[src/rtl/pwm_word_loader.sv]
module pwm_word_loader #(
  parameter int NCH = 4,
  parameter int DW  = 12
) (
  input  logic            clk,
  input  logic            rst_n,
  input  logic            ser_cs_n,
  input  logic            ser_clk,
  input  logic            ser_din,
  input  logic            ser_wr,
  input  logic            clr_n,
  input  logic            cycle_end,
  output logic [NCH*DW-1:0] out_duty,
  output logic [NCH-1:0]  out_en
);
  localparam int BW  = 8;
  localparam int LOW = DW - BW;
  localparam int CW  = $clog2(NCH);

  logic          sclk_q, wr_q;
  logic [BW-1:0] shreg;
  logic [1:0]    idx;
  logic          pend_v;
  logic [LOW-1:0] pend_lo;
  logic [CW-1:0] pend_ch;
  logic [DW-1:0] stage [NCH];
  logic [DW-1:0] act   [NCH];
  logic [NCH-1:0] stg_v;

  wire sclk_rise = ser_clk & ~sclk_q & ~ser_cs_n;
  wire wr_edge   = ser_wr & ~wr_q & ~ser_cs_n;
  wire wr_rise   = wr_edge & clr_n;
  wire lo_ok     = wr_rise && idx == 2'd0 && shreg[7:6] == 2'b00;
  wire hi_ok     = wr_rise && idx == 2'd1 && pend_v;

  always_ff @(posedge clk or negedge rst_n) begin
    if (!rst_n) begin
      sclk_q  <= 1'b0;
      wr_q    <= 1'b0;
      shreg   <= '0;
      idx     <= '0;
      pend_v  <= 1'b0;
      pend_lo <= '0;
      pend_ch <= '0;
      stg_v   <= '0;
      out_en  <= '0;
      for (int i = 0; i < NCH; i++) begin
        stage[i] <= '0;
        act[i]   <= '0;
      end
    end else begin
      sclk_q <= ser_clk;
      wr_q   <= ser_wr;
      if (sclk_rise) shreg <= {shreg[BW-2:0], ser_din};
      if (ser_cs_n) idx <= '0;
      else if (wr_edge && idx != 2'd2) idx <= idx + 2'd1;

      if (wr_rise && idx == 2'd0) begin
        pend_v  <= lo_ok;
        pend_lo <= shreg[LOW-1:0];
        pend_ch <= shreg[LOW+CW-1:LOW];
      end else if (hi_ok || (cycle_end && !clr_n)) begin
        pend_v <= 1'b0;
      end

      if (cycle_end) begin
        for (int i = 0; i < NCH; i++) begin
          if (!clr_n) begin
            act[i]    <= '0;
            out_en[i] <= 1'b0;
            stg_v[i]  <= 1'b0;
          end else if (stg_v[i]) begin
            act[i]    <= stage[i];
            out_en[i] <= 1'b1;
            stg_v[i]  <= 1'b0;
          end
        end
      end
      if (hi_ok) begin
        stage[pend_ch] <= {shreg, pend_lo};
        stg_v[pend_ch] <= 1'b1;
      end
    end
  end

  for (genvar g = 0; g < NCH; g++) begin : g_out
    assign out_duty[g*DW +: DW] = act[g];
    AST_OFF_IS_ZERO: assert property (@(posedge clk) disable iff (!rst_n)
      !out_en[g] |-> act[g] == '0);
  end

  AST_SHIFT_MSB_FIRST: assert property (@(posedge clk) disable iff (!rst_n)
    sclk_rise |=> shreg[0] == $past(ser_din));
  AST_COMMIT_STAGES: assert property (@(posedge clk) disable iff (!rst_n)
    hi_ok |=> stg_v != '0);
  AST_BAD_LOW_DROPPED: assert property (@(posedge clk) disable iff (!rst_n)
    (wr_rise && idx == 2'd0 && shreg[7:6] != 2'b00) |=> !pend_v);
  AST_HOLD_MIDCYCLE: assert property (@(posedge clk) disable iff (!rst_n)
    !cycle_end |=> $stable(out_duty) && $stable(out_en));
  AST_CLEAR_ALL: assert property (@(posedge clk) disable iff (!rst_n)
    (cycle_end && !clr_n) |=> out_en == '0 && out_duty == '0);
endmodule

[config.mk]
export PLATFORM = sky130hd
export DESIGN_NAME = pwm_word_loader
export DESIGN_NICKNAME = d
export VERILOG_FILES = /design/src/rtl/pwm_word_loader.sv
export SDC_FILE = /design/constraint.sdc
export NUM_CORES = 1
export LEC_CHECK = 0
export ABC_AREA = 1
export BUFFER_PORTS_ARGS = -buffer_cell sky130_fd_sc_hd__buf_2
export CORE_MARGIN = 4
export CORE_UTILIZATION = 57
export DETAILED_ROUTE_END_ITERATION = 6
export PLACE_DENSITY = 0.79
export SYNTH_ARGS = -nofsm -noshare
export SYNTH_HDL_FRONTEND = slang
export SYNTH_SLANG_ARGS = --single-unit
[constraint.sdc]
create_clock -name clk -period 1.6 [get_ports clk]
set_clock_uncertainty 0.15 [all_clocks]
set_input_delay 0.08 -clock clk [delete_from_list [all_inputs] [get_ports clk]]
set_output_delay 0.08 -clock clk [all_outputs]
set_load 0.1 [all_outputs]
==> results of run 1 <==
[power breakdown]
group          internal (µW)  total [µW]  switching (µW)
clock                   2200        3550            1350
sequential              3200        3430             227
combinational            134         408             274
[per-layer routing]
layer / share of wire / vias to the layer above / routed length (µm)
met3: 0.062 / 25 / 703
met4: 0.025 / 0 / 281
met1: 0.42 / 1870 / 4779
met5: 0 / - / 0
li1: - / 1684 / -
met2: 0.49 / 139 / 5582
[through the flow]
step,instances,power [µW],instance area (µm²)
2_1_floorplan,448,3572,4758
4_1_cts,650,7410,5874
5_1_grt,651,7636,5927
3_5_place_dp,609,3854,5234
6_report,651,7390,5927
3_3_place_gp,609,3834,5234
[cells by family after synthesis]
| kind of cell | Yosys count | share of synthesized area |
|---|---|---|
| buffers and inverters | 40 | 0.04312 |
| AOI/OAI and AO/OA | 63 | 0.1078 |
| DFF | 123 | 0.6469 |
| and+or+nand+nor | 219 | 0.1943 |
| adders and majority gates | 3 | 0.007889 |
[sequential cells by signal, summed over array words and instances, names as in the netlist]
name,cells
idx,2
out_duty,48
out_en,4
pend_ch,2
pend_lo,4
pend_v,1
sclk_q,1
shreg,8
stage,48
stg_v,4
wr_q,1
[repair_timing]
action	CTS	global route
buffers inserted	0	1
hold endpoints to repair	188	0
hold buffers	9	0
gates resized for setup	0	16
endpoints found under the setup margin	0	55
[path summary, 6_finish.rpt]
kind                                    startpoint                       end  slack [ns]
max                        out_duty[6]$_DFFE_PN0P_               out_duty[6]        0.05
min                                         ser_wr            wr_q$_DFF_PN0_        0.12
max reg2reg                     idx[1]$_DFFE_PN0P_     stage[44]$_DFFE_PN0P_        0.09
min reg2reg                  out_en[0]$_DFFE_PN0P_     out_en[0]$_DFFE_PN0P_        0.32
max in group asynchronous                    rst_n      shreg[6]$_DFFE_PN0P_        0.31
min in group asynchronous                    rst_n  out_duty[17]$_DFFE_PN0P_        0.43
[cells in the final DEF, fill, tap and decap left out, types with 3 or more instances in the layout]
master / n
dlygate4sd3_1: 8
buf_6: 4
o21ai_2: 4
ha_1: 3
dfrtp_1: 123
nor2_1: 6
buf_12: 5
o21ai_0: 5
clkinvlp_4: 3
clkbuf_16: 16
nand2_1: 141
a22o_1: 48
buf_2: 59
clkinv_2: 5
nor2_2: 6
inv_1: 13
nand4_1: 5
clkbuf_1: 3
inv_2: 4
buf_4: 13
nand3_1: 58
a21oi_1: 5
[final cells by class]
cell class | instances | area (µm²)
Clock inverter | 12 | 125.1
Sequential cell | 123 | 3078
Fill cell | 590 | 2248
Timing Repair Buffer | 89 | 618.1
Multi-Input combinational cell | 285 | 1485
Inverter | 17 | 63.81
Clock buffer | 20 | 425.4
Tap cell | 105 | 131.4
==> flow_metrics.env, run 1 <==
export IMPL_syn_avg_cell_area_um2=10.62
export IMPL_io_buffers=59
export IMPL_grt_pass1_vias=3777
export IMPL_yosysUniqueCellTypes=21
export IMPL_grt_use_met3=0.06381
export IMPL_setup_tns_ns=0
export IMPL_slew_violations=0
export IMPL_dp_worst_setup_slack_ns=0.08741
export IMPL_ff2ff_path_depth=8
export IMPL_synth_async_sr_flop_share=1.000
export IMPL_p_leak_uw=0.003296
export IMPL_fmax_ghz=0.6455
export IMPL_cts_root_buf="clkbuf_8"
export IMPL_setup_ws_ns=0.05083
export IMPL_clock_sinks=123
export IMPL_n_antenna_cell=0
export IMPL_synth_top_area_frac=0.6469
export IMPL_insertion_delay_ns=0.51
export IMPL_dp_hpwl_mm=7.074
export IMPL_hold_slack_ns=0.1182
export IMPL_critical_path_slowest_cell="buf_2"
export IMPL_period_needed_ns=1.549
export IMPL_antenna_found_initial=0
export IMPL_drt_initial_drc_count=172
export IMPL_grt_met2_usage=0.3848
export IMPL_wl_per_cell_um=17.43
export IMPL_yosysMostFrequentCell="nand2_1"
export IMPL_critical_path_cell_chain="buf_2"
export IMPL_hold_viol=0
export IMPL_cap_violations=0
export IMPL_slowest_delay_ns=0.44
export IMPL_place_congestion=0.9087
export IMPL_die_h_um=99.37
export IMPL_grt_usage=0.2492
export IMPL_setup_viol=0
export IMPL_tightest_slew_ns=0.5616
export IMPL_criticalPathCategory="register to output port"
export IMPL_synth_commonest_cells="142 x nand2_1, 123 x dfrtp_1, 58 x nand3_1"
export IMPL_syn_inst=448
export IMPL_post_route_period_util=0.9682
export IMPL_yosys_warnings=0
export IMPL_peakVddDrop_v=0.0009847
export IMPL_drc=0
export IMPL_grt_overflow=0
export IMPL_nets=544
export IMPL_relSlewSlack=0.6255
export IMPL_cts_buffer_depth=2
export IMPL_powerDensity_mw_per_mm2=1247
export IMPL_layout_drive_gt1_share=0.2326
export IMPL_outcome="finished, final reports clean"
export IMPL_path_buf_inv=1
export IMPL_num_vias=3718
export IMPL_firstDrtPassIters=4
export IMPL_synth_area_leaders="dfrtp_1 65%, nand2_1 11%, a22o_1 8.8%"
export IMPL_grt_first_pass_wirelength_mm=18.98
export IMPL_ioPinCount=60
export IMPL_critical_path_startpoint_type="register"
export IMPL_synth_edf_count=0
export IMPL_busiest_layer="met2"
export IMPL_rsz0062_at_grt="false"
export IMPL_worstSetupEndpointType="output port"
export IMPL_cts_buffers=17
export IMPL_vias_per_cell=5.711
export IMPL_final_util=0.7250
export IMPL_h_tree_depth=4
export IMPL_num_rows=33
export IMPL_seq_area_frac_synth=0.6469
export IMPL_core_area_mm2=0.008175
export IMPL_use_met1=0.3407
export IMPL_synth_nets=459
export IMPL_arrival_ns=1.32
export IMPL_wl_mm=11.35
export IMPL_path_max_fanout=2
export IMPL_hold_path_depth=2
export IMPL_synth_ff_type="dfrtp_1"
export IMPL_path_clk_slew_ns=0.06
export IMPL_hp_class="primary input to register"
export IMPL_syn_area_mm2=0.004758
export IMPL_syn_to_final_growth_pct=24.56
export IMPL_critPathTopFamily="buffers and inverters"
export IMPL_antenna_left=0
export IMPL_synth_top_area_cell="dfrtp_1"
export IMPL_cts_tree="done"
export IMPL_initial_core_util=0.5820
export IMPL_grt_max_degree=44
export IMPL_required_ns=1.37
export IMPL_die_w_um=99.37
export IMPL_dieArea_mm2=0.009873
export IMPL_cp_depth=1
export IMPL_ys_seq_elements=123
No activity file was read; power rests on OpenSTA's default activity.
==> run 2, diff against run 1 <==
- CORE_UTILIZATION: 57 -> 61
- PLACE_DENSITY: 0.79 -> 0.83
- clock period: 1.6 -> 1.94 ns (I/O delays scaled with it)
==> run 2 against run 1 <==
Against the previous run:
- sequential power shrank 17%
- worst setup slack gained 0.25 ns
- utilization grew 6.8 points
- register-to-register slack gained 0.21 ns
- die area shrank 6.0%
- flip-flop and latch count is the same
- final cell count shrank 2.2%
- power shrank 12%
- combinational power shrank 20%
- via count shrank 0.35%
- clock power shrank 6.2%
==> flow_metrics.env, run 2 (same netlist as run 1, synthesis figures left out) <==
export IMPL_layout_drive_gt1_share=0.2156
export IMPL_relSlewSlack=0.6243
export IMPL_path_max_fanout=9
export IMPL_num_vias=3705
export IMPL_setup_tns_ns=0
export IMPL_cts_buffers=17
export IMPL_vias_per_cell=5.816
export IMPL_path_clk_slew_ns=0.06
export IMPL_path_buf_inv=2
export IMPL_antenna_found_initial=0
export IMPL_layout_cells_most_common="nand2_1"
export IMPL_startpoint="idx[0]$_DFFE_PN0P_"
export IMPL_period_needed_ns=1.644
export IMPL_io_buffers=59
export IMPL_hold_buffers=9
export IMPL_h_tree_depth=4
export IMPL_core_area_mm2=0.007408
export IMPL_worstReg2RegStart="idx[0]$_DFFE_PN0P_"
export IMPL_required_ns=2.22
export IMPL_p_leak_uw=0.003277
export IMPL_critical_path_cell_chain="inv_1 > ha_1 > nand4_1 > clkinv_1 > o21ai_0"
export IMPL_grt_usage=0.2711
export IMPL_firstDrtPassIters=6
export IMPL_powerDensity_mw_per_mm2=1103
export IMPL_cts_resized_gates=0
export IMPL_n_antenna_cell=0
export IMPL_peakVddDrop_v=0.0007961
export IMPL_wl_mm=11.28
export IMPL_grt_max_degree=45
export IMPL_cts_setup_buffers=0
export IMPL_grt_pass1_vias=3783
export IMPL_criticalPathCategory="register to register"
export IMPL_hp_class="primary input to register"
export IMPL_die_h_um=96.32
export IMPL_cts_buffer_depth=2
export IMPL_place_congestion=0.9292
export IMPL_multi_input_area_mm2=0.001475
export IMPL_initial_core_util=0.6423
export IMPL_insertion_delay_ns=0.52
export IMPL_post_route_period_util=0.8474
export IMPL_rsz0062_at_grt="false"
export IMPL_dp_hpwl_mm=6.700
export IMPL_nets=536
export IMPL_cap_violations=0
export IMPL_worstSetupEndpointType="register"
export IMPL_clock_sinks=123
export IMPL_slowest_delay_ns=0.39
export IMPL_cts_tree="done"
export IMPL_final_cells=637
export IMPL_setup_ws_ns=0.2960
export IMPL_ioPinCount=60
export IMPL_seq_area_mm2=0.003078
export IMPL_drt_initial_drc_count=467
export IMPL_dp_worst_setup_slack_ns=0.3595
export IMPL_wl_per_cell_um=17.71
export IMPL_critPathTopFamily="flip-flops"
export IMPL_fmax_ghz=0.6083
export IMPL_outcome="finished, final reports clean"
export IMPL_arrival_ns=1.93
export IMPL_die_w_um=96.32
export IMPL_critical_path_startpoint_type="register"
export IMPL_grt_overflow=0
export IMPL_setup_viol=0
export IMPL_place_inst=596
export IMPL_antenna_left=0
export IMPL_slew_violations=0
export IMPL_tightest_slew_ns=0.5635
export IMPL_holdCritStartpoint="ser_wr"
export IMPL_grt_first_pass_wirelength_mm=18.55
export IMPL_cts_root_buf="clkbuf_8"
export IMPL_dieArea_mm2=0.009278
export IMPL_critical_path_slowest_cell="dfrtp_1"
export IMPL_final_util=0.7933
export IMPL_hold_slack_ns=0.1184
export IMPL_num_rows=31
export IMPL_drc=0
export IMPL_syn_to_final_growth_pct=23.51
export IMPL_final_cell_mix="142 x nand2_1, 123 x dfrtp_1, 58 x nand3_1, 58 x buf_2, 48 x a22o_1"
export IMPL_hold_viol=0
export IMPL_fillers=449
[run 2: cell types whose count changed in the layout (fill, tap and decap cells not counted), sizes merged]
| cell | delta |
|---|---|
| clkinvlp | -2 |
| buf | -9 |
| inv | +5 |
| dlygate4sd3 | +1 |
| clkbuf | -3 |
| clkinv | -2 |
| bufinv | +2 |
[run 2: final timing paths]
| kind | slack (ns) | to | cells after the start |
|---|---|---|---|
| setup / recovery | 0.30 | pend_ch[1]$_DFFE_PN0P_ | 5 |
| hold / removal | 0.12 | wr_q$_DFF_PN0_ | 2 |
| setup reg to reg | 0.30 | pend_ch[1]$_DFFE_PN0P_ | 5 |
| hold reg to reg | 0.32 | stage[1]$_DFFE_PN0P_ | 2 |
| max in group asynchronous | 0.54 | stage[38]$_DFFE_PN0P_ | 4 |
| min in group asynchronous | 0.50 | out_en[1]$_DFFE_PN0P_ | 3 |
[run 2: final cells by class]
cell class	count	area share
flip-flops and latches	123	0.5237
clock inverters	15	0.03598
multi-input cells	285	0.2510
inverters	17	0.01086
repair buffers	81	0.08686
well taps	99	0.02108
clock buffers	17	0.07047
[run 2: stage by stage]
step | total power [µW] | instance area [µm²]
after floorplan | 2946 | 4758
after global placement | 3149 | 5161
after detailed placement | 3159 | 5161
after CTS | 6495 | 5877
after global routing | 6688 | 5877
final | 6481 | 5877
[run 2: routing by layer]
| metal | global-route usage | share of wire | vias up |
|---|---|---|---|
| met2 | 0.4324 | 0.49 | 183 |
| met3 | 0.06255 | 0.077 | 31 |
| met4 | 0.1192 | 0.024 | 0 |
| met5 | 0 | 0 | - |
| met1 | 0.3574 | 0.41 | 1815 |
| li1 | - | - | 1676 |
[run 2: worst register-to-register path: cells and delay by family, from the launching register on]
kind            cells  cell delay (ns)
compound gates      1             0.23
fa+ha+maj           1             0.20
buf+inv             2             0.35
flops               1             0.39
simple gates        1             0.22
[run 2: power by group]
part / switching (µW) / internal, µW
clock: 1210 / 2110
sequential: 186 / 2640
combinational: 226 / 99.9
